[src/rtl/poll_arb_pkg.sv]
package poll_arb_pkg;

   typedef enum logic [1:0] {
      PA_IDLE = 2'd0,
      PA_POLL = 2'd1,
      PA_HOLD = 2'd2
   } pa_state_e;

endpackage

[src/rtl/poll_dev_match.sv]
// Device-side comparator: drives busy while requesting and addressed.
module poll_dev_match #(
   parameter int CNT_W = 3,
   parameter int ADDR  = 1
) (
   input  logic             req,
   input  logic [CNT_W-1:0] cnt,
   output logic             busy
);
   localparam logic [CNT_W-1:0] MY_ADDR = CNT_W'(ADDR);

   initial begin
      if (ADDR < 1 || ADDR >= (1 << CNT_W))
         $error("poll_dev_match: ADDR %0d outside 1..%0d", ADDR, (1 << CNT_W) - 1);
   end

   always_comb begin
      busy = req && (cnt == MY_ADDR);
   end
endmodule

[src/rtl/poll_restart.sv]
// Selects the first count of a polling round from the mode and last owner.
module poll_restart #(
   parameter int N_DEV = 6,
   parameter int CNT_W = 3
) (
   input  logic             rr_mode,
   input  logic [CNT_W-1:0] last_owner,
   output logic [CNT_W-1:0] start_cnt
);
   localparam logic [CNT_W-1:0] TOP = CNT_W'(N_DEV);
   localparam logic [CNT_W-1:0] ONE = CNT_W'(1);

   logic [CNT_W-1:0] after_last;

   generate
      if ((1 << CNT_W) == N_DEV + 1) begin : g_full_code
         // All non-zero codes are device numbers: natural overflow hits 0.
         always_comb begin
            after_last = last_owner + ONE;
            if (after_last == '0) after_last = ONE;
         end
      end else begin : g_part_code
         always_comb begin
            if (last_owner >= TOP) after_last = ONE;
            else                   after_last = last_owner + ONE;
         end
      end
   endgenerate

   always_comb begin
      start_cnt = rr_mode ? after_last : ONE;
   end
endmodule

[src/rtl/poll_sequencer.sv]
// Channel-side state machine that steps, freezes and clears the count.
module poll_sequencer
   import poll_arb_pkg::*;
#(
   parameter int N_DEV = 6,
   parameter int CNT_W = 3
) (
   input  logic             clk,
   input  logic             rst_n,
   input  logic             bus_req,
   input  logic             bus_busy,
   input  logic [CNT_W-1:0] start_cnt,
   output logic [CNT_W-1:0] cnt,
   output logic [CNT_W-1:0] last_owner
);
   localparam logic [CNT_W-1:0] TOP = CNT_W'(N_DEV);
   localparam logic [CNT_W-1:0] ONE = CNT_W'(1);

   pa_state_e        st_q;
   logic [CNT_W-1:0] cnt_q;
   logic [CNT_W-1:0] sweep_q;
   logic [CNT_W-1:0] last_q;

   function automatic logic [CNT_W-1:0] step_cnt(input logic [CNT_W-1:0] c);
      return (c >= TOP) ? ONE : c + ONE;
   endfunction

   always_ff @(posedge clk) begin
      if (!rst_n) begin
         st_q    <= PA_IDLE;
         cnt_q   <= '0;
         sweep_q <= '0;
         last_q  <= '0;
      end else begin
         case (st_q)
            PA_IDLE: begin
               if (bus_req && !bus_busy) begin
                  st_q    <= PA_POLL;
                  cnt_q   <= start_cnt;
                  sweep_q <= ONE;
               end
            end
            PA_POLL: begin
               if (bus_busy) begin
                  st_q <= PA_HOLD;
               end else if (sweep_q == TOP) begin
                  st_q    <= PA_IDLE;
                  cnt_q   <= '0;
                  sweep_q <= '0;
               end else begin
                  cnt_q   <= step_cnt(cnt_q);
                  sweep_q <= sweep_q + ONE;
               end
            end
            PA_HOLD: begin
               if (!bus_busy) begin
                  st_q    <= PA_IDLE;
                  last_q  <= cnt_q;
                  cnt_q   <= '0;
                  sweep_q <= '0;
               end
            end
            default: begin
               st_q    <= PA_IDLE;
               cnt_q   <= '0;
               sweep_q <= '0;
            end
         endcase
      end
   end

   assign cnt        = cnt_q;
   assign last_owner = last_q;

   AST_IDLE_ZERO: assert property (@(posedge clk) disable iff (!rst_n)
      (st_q == PA_IDLE) |-> (cnt_q == '0)) else $error("idle count non-zero");

   AST_CNT_RANGE: assert property (@(posedge clk) disable iff (!rst_n)
      (cnt_q <= TOP)) else $error("count out of range");

   AST_CNT_STEP: assert property (@(posedge clk) disable iff (!rst_n)
      (st_q == PA_POLL && !bus_busy && sweep_q != TOP)
      |=> (cnt_q == (($past(cnt_q) >= TOP) ? ONE : $past(cnt_q) + ONE)))
      else $error("count did not step");

   AST_CNT_FREEZE: assert property (@(posedge clk) disable iff (!rst_n)
      (st_q == PA_HOLD && bus_busy) |=> $stable(cnt_q)) else $error("count moved while held");

   AST_SWEEP_END: assert property (@(posedge clk) disable iff (!rst_n)
      (st_q == PA_POLL && !bus_busy && sweep_q == TOP) |=> (cnt_q == '0))
      else $error("sweep did not end");
endmodule

[src/rtl/poll_arbiter.sv]
module poll_arbiter #(
   parameter int N_DEV = 6,
   parameter int CNT_W = $clog2(N_DEV + 1)
) (
   input  logic             clk,
   input  logic             rst_n,
   input  logic             rr_mode,
   input  logic [N_DEV-1:0] dev_req,
   output logic             bus_req,
   output logic             bus_busy,
   output logic [N_DEV-1:0] dev_busy,
   output logic [CNT_W-1:0] poll_cnt,
   output logic [CNT_W-1:0] owner_id
);
   initial begin
      if (N_DEV < 2)                 $error("poll_arbiter: N_DEV must be at least 2");
      if ((1 << CNT_W) < N_DEV + 1)  $error("poll_arbiter: CNT_W too narrow for N_DEV");
   end

   logic [CNT_W-1:0] cnt_w;
   logic [CNT_W-1:0] start_w;
   logic [CNT_W-1:0] last_w;
   logic [CNT_W-1:0] owner_q;

   generate
      for (genvar i = 0; i < N_DEV; i++) begin : g_dev
         poll_dev_match #(.CNT_W(CNT_W), .ADDR(i + 1)) u_match (
            .req  (dev_req[i]),
            .cnt  (cnt_w),
            .busy (dev_busy[i])
         );
      end
   endgenerate

   assign bus_req  = |dev_req;
   assign bus_busy = |dev_busy;

   poll_restart #(.N_DEV(N_DEV), .CNT_W(CNT_W)) u_restart (
      .rr_mode    (rr_mode),
      .last_owner (last_w),
      .start_cnt  (start_w)
   );

   poll_sequencer #(.N_DEV(N_DEV), .CNT_W(CNT_W)) u_seq (
      .clk        (clk),
      .rst_n      (rst_n),
      .bus_req    (bus_req),
      .bus_busy   (bus_busy),
      .start_cnt  (start_w),
      .cnt        (cnt_w),
      .last_owner (last_w)
   );

   always_ff @(posedge clk) begin
      if (!rst_n)        owner_q <= '0;
      else if (bus_busy) owner_q <= cnt_w;
      else               owner_q <= '0;
   end

   assign poll_cnt = cnt_w;
   assign owner_id = owner_q;

   AST_ONE_BUSY: assert property (@(posedge clk) disable iff (!rst_n)
      $onehot0(dev_busy)) else $error("more than one device busy");

   AST_OWNER_TRACK: assert property (@(posedge clk) disable iff (!rst_n)
      bus_busy |=> (owner_id == $past(poll_cnt))) else $error("owner mismatch");

   AST_OWNER_CLEAR: assert property (@(posedge clk) disable iff (!rst_n)
      !bus_busy |=> (owner_id == '0)) else $error("owner not cleared");
endmodule

[config.mk]
export PLATFORM = sky130hd
export DESIGN_NAME = poll_arbiter
export DESIGN_NICKNAME = d
export VERILOG_FILES = /design/src/rtl/poll_arb_pkg.sv /design/src/rtl/poll_dev_match.sv /design/src/rtl/poll_restart.sv /design/src/rtl/poll_sequencer.sv /design/src/rtl/poll_arbiter.sv
export SDC_FILE = /design/constraint.sdc
export NUM_CORES = 1
export LEC_CHECK = 0
export CAP_MARGIN = 30
export CORE_MARGIN = 10
export CORE_UTILIZATION = 47
export DETAILED_ROUTE_END_ITERATION = 7
export GPL_ROUTABILITY_DRIVEN = 0
export PLACE_DENSITY = 0.87
export SETUP_SLACK_MARGIN = 0.4
export SLEW_MARGIN = 5
export SYNTH_ARGS = -nofsm -noshare
export SYNTH_HDL_FRONTEND = slang
export SYNTH_SLANG_ARGS = --single-unit
[constraint.sdc]
create_clock -name clk -period 2.7 [get_ports clk]
set_input_delay 0.675 -clock clk [delete_from_list [all_inputs] [get_ports clk]]
set_output_delay 0.675 -clock clk [all_outputs]
set_load 0.05 [all_outputs]
# == Word-level counts from Yosys, hierarchy flattened ==
# Index checks and enable logic that the tools add are counted.
# totals
register_bits,14
output_inout_bits,14
in_bits,9
elab_cells,57
# op_classes
bitwise,1
add_sub_neg,3
magnitude_cmp,2
muxes,18
reduce_logical,15
n_eq_ne,13
# ops
operator,n
$mux W3,11
$pmux W3 S3,2
$eq A3 B3 Y1 const B,4
$reduce_or A6 Y1,2
$add A3 B1 Y3 const B,3
$mux W2,4
$logic_and A1 B1 Y1,7
$eq A3 B2 Y1 const B,2
$ge A3 B3 Y1 const B,2
$pmux W2 S3,1
$reduce_and A3 Y1,2
$ne A2 B2 Y1 const B,2
$reduce_and A2 Y1,2
$eq A3 B1 Y1 const B,1
$ne A3 B1 Y1 const B,1
$eq A2 B1 Y1 const B,1
$eq A2 B2 Y1 const B,1
$logic_not A2 Y1,1
$ne A2 B1 Y1 const B,1
$logic_not A1 Y1,1
$not A1 Y1,1

# == Depth between registers and ports, before layout ==
# logic_depth
depth_word,7
mapped_depth,8
mapped_depth_nobuf,7

# == By module ==
# A second synthesis with hierarchy kept.
# hier_totals
cells_unflattened,105
hier_area_um2,887.1
# modules_own_cells
mod,area_each_um2,instances,seq_area_each_um2,cells_each
poll_sequencer,623.1,1,220.2,75
poll_arbiter,120.1,1,60.1,15
poll_restart,76.3,1,0.0,9
poll_dev_match at g_dev[0].u_match ...,12.5,3,0.0,1
poll_dev_match at g_dev[2].u_match ...,10.0,3,0.0,1

# == Worst setup path before layout ==
# No wires, ideal clock.
# synth_timing
path_type,register -> register
startpoint,register u_seq.cnt_q[0] (netlist: u_seq.cnt[0])
endpoint,register u_seq.sweep_q[2]
arrival_ns,2.659
setup_slack_ns,-0.032
required_ns,2.627
path_buffers,0
synth_period_minus_slack_ns,2.732
setup_time_ns,0.073
path_stages_with_launch,8
path_cell_list,dfxtp_1 inv_1 ha_1 a22o_2 a22oi_2 nand2_1 or4b_1 a21oi_1
# synth_between
elab_chain_cells,7
elab_cells_between_ends,19
cone_classes,eq/ne (9); reduce/logical (10)
# synth_rtl
item,line,source
start: declaration,poll_sequencer.sv:20,logic [CNT_W-1:0] cnt_q;
start signal: assignment,poll_sequencer.sv:39,cnt_q <= start_cnt;
start signal: assignment,poll_sequencer.sv:51,cnt_q <= step_cnt(cnt_q);
$eq A3 B1 Y1 (tied with other cells),poll_dev_match.sv:18,busy = req && (cnt == MY_ADDR);
$logic_and A1 B1 Y1,poll_dev_match.sv:18,
$reduce_or A6 Y1 (*),poll_arbiter.sv:36,assign bus_busy = |dev_busy;
via bus_busy,poll_arbiter.sv:10,"output logic bus_busy,"
$logic_not A1 Y1,poll_sequencer.sv:37,if (bus_req && !bus_busy) begin
$logic_and A1 B1 Y1,poll_sequencer.sv:37,
$ne A2 B1 Y1 (no line),n/a,
$reduce_and A3 Y1 (no line) (*),n/a,
end signal: assignment,poll_sequencer.sv:52,sweep_q <= sweep_q + ONE;
end: declaration,poll_sequencer.sv:21,logic [CNT_W-1:0] sweep_q;
# Mark *: on every way through the listed nets, which the timed path passes. The rest lies on a longest branch.
# A chain may end at the register's enable or synchronous reset.

# == Final worst setup path ==
# layout_timing
startpoint,input dev_req[3]
endpoint,output bus_req
# layout_between
elab_chain_cells,1
# layout_rtl
item,line,source
start: declaration,poll_arbiter.sv:8,"input logic [N_DEV-1:0] dev_req,"
$reduce_or A6 Y1,poll_arbiter.sv:35,assign bus_req = |dev_req;
end: declaration,poll_arbiter.sv:9,"output logic bus_req,"
# No other way between the ends.

==> reports/qor.log <==
qor: status.run_status finished clean
qor: route.detailroute.via_count 892
qor: finish.final_area 1340 µm²
qor: floorplanning.floorplan.core_area 1760 µm²
qor: timing.grt_setup_unrepaired yes
qor: synth.synth_sequential_area_ratio 31.2%
qor: clock_network.clock_tree.buffer_depth 2
qor: hold_path.worstHoldStart u_seq.sweep_q[0]
qor: clock_network.cts-hold-fix-buffers 0
qor: clock_network.path_clk_slew 80 ps
qor: synth.synth_area_per_cell 8.89 µm²
qor: critical_path.crit_path_end_kind output pin
qor: floorplanning.floorplan.die.width 63.7 µm
qor: route.route.antenna.remaining_nets 0
qor: critical_path.critical_path_arrival 1800 ps
qor: floorplanning.fp.dieH 63.7 µm
qor: grt.global_route_wire_length_before_repair 4240 µm
qor: synth.syn_nets 117
qor: finish.final_net_count 153
qor: critical_path.timing.reg2reg.setup_slack 550 ps
qor: grt.largest_net_degree_at_the_start_of_global_routing 13
qor: clock_network.cts_num_sinks 14
qor: route.totalWireLength 2540 µm
qor: clock_network.tritoncts done
qor: critical_path.worst_path_dominant_cell_family simple AND/OR/NAND/NOR gates
qor: clock_network.numCtsBuffers 3
qor: critical_path.cpPeakStageDelay 520 ps
qor: pwr.pwr-share-comb 55.5%
qor: pwr.vdd.ir_drop.worst 0.482 mV
qor: critical_path.worst_setup_path_startpoint dev_req[3]
qor: floorplanning.die_area 4060 µm²
qor: critical_path.worst-r2r-cell-count 9
qor: pwr.pwr_density_cell 684 nW/µm²
qor: pwr.switchingPower 391 µW
qor: synth.synthCells 101
qor: timing.fin_crit 2470 ps
qor: grt.global_route.usage.total 13.0%
qor: placed_design.placed_cell_area 1210 µm²
qor: pwr.p_leak 0.000595 µW
qor: route.drc_errors 0
qor: placed_design.hpwlAfterDp 1940 µm
qor: hold_path.min_path_type flop to flop
qor: critical_path.crit_path_slowest_cell sky130_fd_sc_hd__or4_4
qor: timing.setup_slack 226 ps
qor: timing.number_of_pins_with_negative_max_slew_slack_in_the_final_report 0
qor: timing.slew_headroom 65.7%
qor: hold_path.worstHoldPathCells 2
qor: placed_design.place_worst_setup_slack -169 ps
qor: pwr.share_clk_of_total_power 13.0%
qor: grt.number_of_global_route_vias_before_repair 893
qor: finish.drive_gt1_share 38.5%
qor: synth.postSynthRegisterBits 14
qor: critical_path.cp.buffers_inverters 2
qor: timing.hold_violations 0
qor: pwr.p_sw_share 42.6%
qor: timing.maxClockFrequency 404 MHz
qor: clock_network.clk-insertion-delay-late 280 ps
qor: pwr.internal-power 526 µW
qor: timing.setup_violations 0
qor: finish.area_growth_syn_to_layout 49.3%
qor: synth.synthesis.yosys.warnings 0
qor: floorplanning.ios 23
qor: synth.synthesis.area 898 µm²
qor: critical_path.cp_data_required_time 2030 ps
qor: clock_network.root_driver sky130_fd_sc_hd__clkbuf_4
qor: critical_path.cp.depth 4
qor: timing.pin_slew_with_the_least_headroom_to_its_limit 514 ps
qor: timing.fin_skew 1.82 ps
qor: hold_path.worstHoldEndpoint u_seq.sweep_q[0]
qor: critical_path.cp_cell_sequence buf_6 > or4_4 > or3_4 > buf_8
qor: grt.antenna_found_initial 0
qor: grt.grt-ovfl-total 0
qor: timing.timing.final.crit_share 91.6%
qor: critical_path.regToRegStartpoint u_seq.cnt[1]
qor: route.post_drt_via_cell_ratio 5.58
qor: floorplanning.rows 15
qor: route.drtPass1Iterations 4
qor: pwr.seqPwrFrac 31.6%
qor: clock_network.cts_max_level 1
qor: timing.final.hold.worst_slack 528 ps
qor: placed_design.port_buffers 22
qor: job.drv.max_cap_violation_count 0
qor: route.dr.first_iter.drc_count 25
qor: pwr.design_power_total 917 µW
qor: floorplanning.floorplan.initialDensity 50.9%
qor: route.post_dr_wirelength_cell 15.8 µm
qor: finish.diodes 0
qor: synth.post_synth_num_cell_types 33
qor: timing.tns 0 ps
qor: critical_path.setup.worst_path.start_class input port
qor: critical_path.r2r_end u_seq.sweep_q[2]
qor: critical_path.critPathMaxFanout 2
qor: critical_path.critical_setup_path_kind input port to output pin
synth_stat cells:
master / count / area, µm²
sky130_fd_sc_hd__clkinv_1: 1 / 3.75
sky130_fd_sc_hd__nor2_1: 9 / 33.8
sky130_fd_sc_hd__or4_4: 2 / 22.5
sky130_fd_sc_hd__mux2_1: 1 / 11.3
sky130_fd_sc_hd__a41oi_1: 1 / 8.76
sky130_fd_sc_hd__a21oi_1: 7 / 35.0
sky130_fd_sc_hd__ha_1: 7 / 87.6
sky130_fd_sc_hd__o21ai_0: 3 / 15.0
sky130_fd_sc_hd__mux2i_1: 4 / 40.0
sky130_fd_sc_hd__or4b_1: 1 / 10.0
sky130_fd_sc_hd__and3_1: 4 / 25.0
sky130_fd_sc_hd__inv_1: 6 / 22.5
sky130_fd_sc_hd__a22oi_2: 1 / 12.5
sky130_fd_sc_hd__nand3_1: 2 / 10.0
sky130_fd_sc_hd__dfxtp_1: 14 / 280
sky130_fd_sc_hd__buf_4: 7 / 52.6
sky130_fd_sc_hd__a311oi_2: 1 / 15.0
sky130_fd_sc_hd__nand4_1: 1 / 6.26
sky130_fd_sc_hd__o31ai_1: 1 / 7.51
sky130_fd_sc_hd__a211oi_1: 1 / 7.51
sky130_fd_sc_hd__and2_2: 1 / 7.51
sky130_fd_sc_hd__nand2_1: 11 / 41.3
sky130_fd_sc_hd__a2bb2oi_1: 2 / 17.5
sky130_fd_sc_hd__xnor2_1: 1 / 8.76
sky130_fd_sc_hd__nor2_4: 1 / 11.3
sky130_fd_sc_hd__and3b_2: 1 / 10.0
sky130_fd_sc_hd__a31oi_4: 1 / 21.3
sky130_fd_sc_hd__and2b_2: 1 / 8.76
sky130_fd_sc_hd__or3_2: 2 / 15.0
sky130_fd_sc_hd__a22o_2: 1 / 10.0
sky130_fd_sc_hd__or2b_1: 1 / 7.51
sky130_fd_sc_hd__o32ai_1: 3 / 26.3
sky130_fd_sc_hd__nor2_2: 1 / 6.26
power groups by stage:
stage / logic (µW) / clock network (µW) / registers [µW]
3_3_place_gp: 417 / 0 / 291
3_5_place_dp: 433 / 0 / 294
2_1_floorplan: 252 / 0 / 324
6_report: 509 / 119 / 290
5_1_grt: 549 / 130 / 296
4_1_cts: 494 / 122 / 285
area by class of cell:
type	instances	area, µm²
well taps	25	31.3
flip-flops and latches	14	292
inverters	7	26.3
fillers	132	423
repair buffers	38	408
clock buffers	3	22.5
multi-input cells	73	562
registers in the layout (all words and copies together) (netlist names):
name	flops
owner_id	3
u_seq.last_owner	3
u_seq.st_q	2
u_seq.cnt	3
u_seq.sweep_q	3
per-stage QoR:
stage | util [%] | instances
3_5_place_dp | 68.9 | 148
2_1_floorplan | - | 101
4_1_cts | 74.4 | 158
6_report | 76.0 | 160
5_1_grt | 76.0 | 160
3_3_place_gp | 68.9 | 148
worst max-delay path by stage:
stage                                   to  slack [ps]
after floorplan           u_seq.sweep_q[2]         360
after global placement             bus_req        -130
after detailed placement           bus_req        -170
after CTS                          bus_req         160
after global routing               bus_req         200
final                              bus_req         230
worst reg2reg max path, delay by kind of cell (launching register included):
| kind | cells | cell delay, ps |
|---|---|---|
| AOI/OAI and AO/OA | 3 | 570 |
| buffers and inverters | 3 | 350 |
| adders and majority gates | 1 | 190 |
| and+or+nand+nor | 2 | 610 |
| DFF | 1 | 370 |
cells in the final DEF, fill, tap and decap left out, types with 2 or more instances in the layout:
cell type,netlist,final
sky130_fd_sc_hd__clkbuf_4,0,3
sky130_fd_sc_hd__buf_2,0,2
sky130_fd_sc_hd__buf_6,0,3
sky130_fd_sc_hd__and3_1,4,4
sky130_fd_sc_hd__o32ai_1,3,3
sky130_fd_sc_hd__nor2_1,9,9
sky130_fd_sc_hd__a2bb2oi_1,2,2
sky130_fd_sc_hd__buf_4,7,15
sky130_fd_sc_hd__o21ai_0,3,3
sky130_fd_sc_hd__ha_2,0,2
sky130_fd_sc_hd__nand2_1,11,10
sky130_fd_sc_hd__a21oi_1,7,7
sky130_fd_sc_hd__ha_1,7,5
sky130_fd_sc_hd__buf_12,0,6
sky130_fd_sc_hd__buf_8,0,2
sky130_fd_sc_hd__dfxtp_1,14,11
sky130_fd_sc_hd__inv_1,6,5
sky130_fd_sc_hd__mux2i_1,4,4
sky130_fd_sc_hd__dfxtp_4,0,3
sky130_fd_sc_hd__clkdlybuf4s50_1,0,7
sky130_fd_sc_hd__or4_4,2,2
sky130_fd_sc_hd__nand3_1,2,2
metal layers:
metal | wire length (µm) | vias to the layer above | GRT usage, % | part of all wire (%)
li1 | - | 428 | - | -
met3 | 138 | 11 | 2.65 | 5.4
met5 | 0 | - | 0 | 0
met4 | 87 | 0 | 8.20 | 3.4
met2 | 1200 | 51 | 22.2 | 47
met1 | 1110 | 402 | 14.2 | 44
what timing repair did:
item                                    4_1_cts  5_1_grt
pin swaps                                     6        5
setup buffers                                 7        2
endpoints found under the setup margin        9        3
gates resized for setup                      31        4
cell families (layout without fill, tap and decap cells):
logic type                 after synthesis  after routing  share of synthesized area (%)
buffers and inverters                   14             48                           8.77
AOI/OAI and AO/OA                       22             22                           19.6
DFF                                     14             14                           31.2
xor gates and xnor gates                 1              1                          0.975
muxes                                    5              5                           5.71
and+or+nand+nor                         38             38                           24.0
adders and majority gates                7              7                           9.75
(Power assumes the default switching activity.)
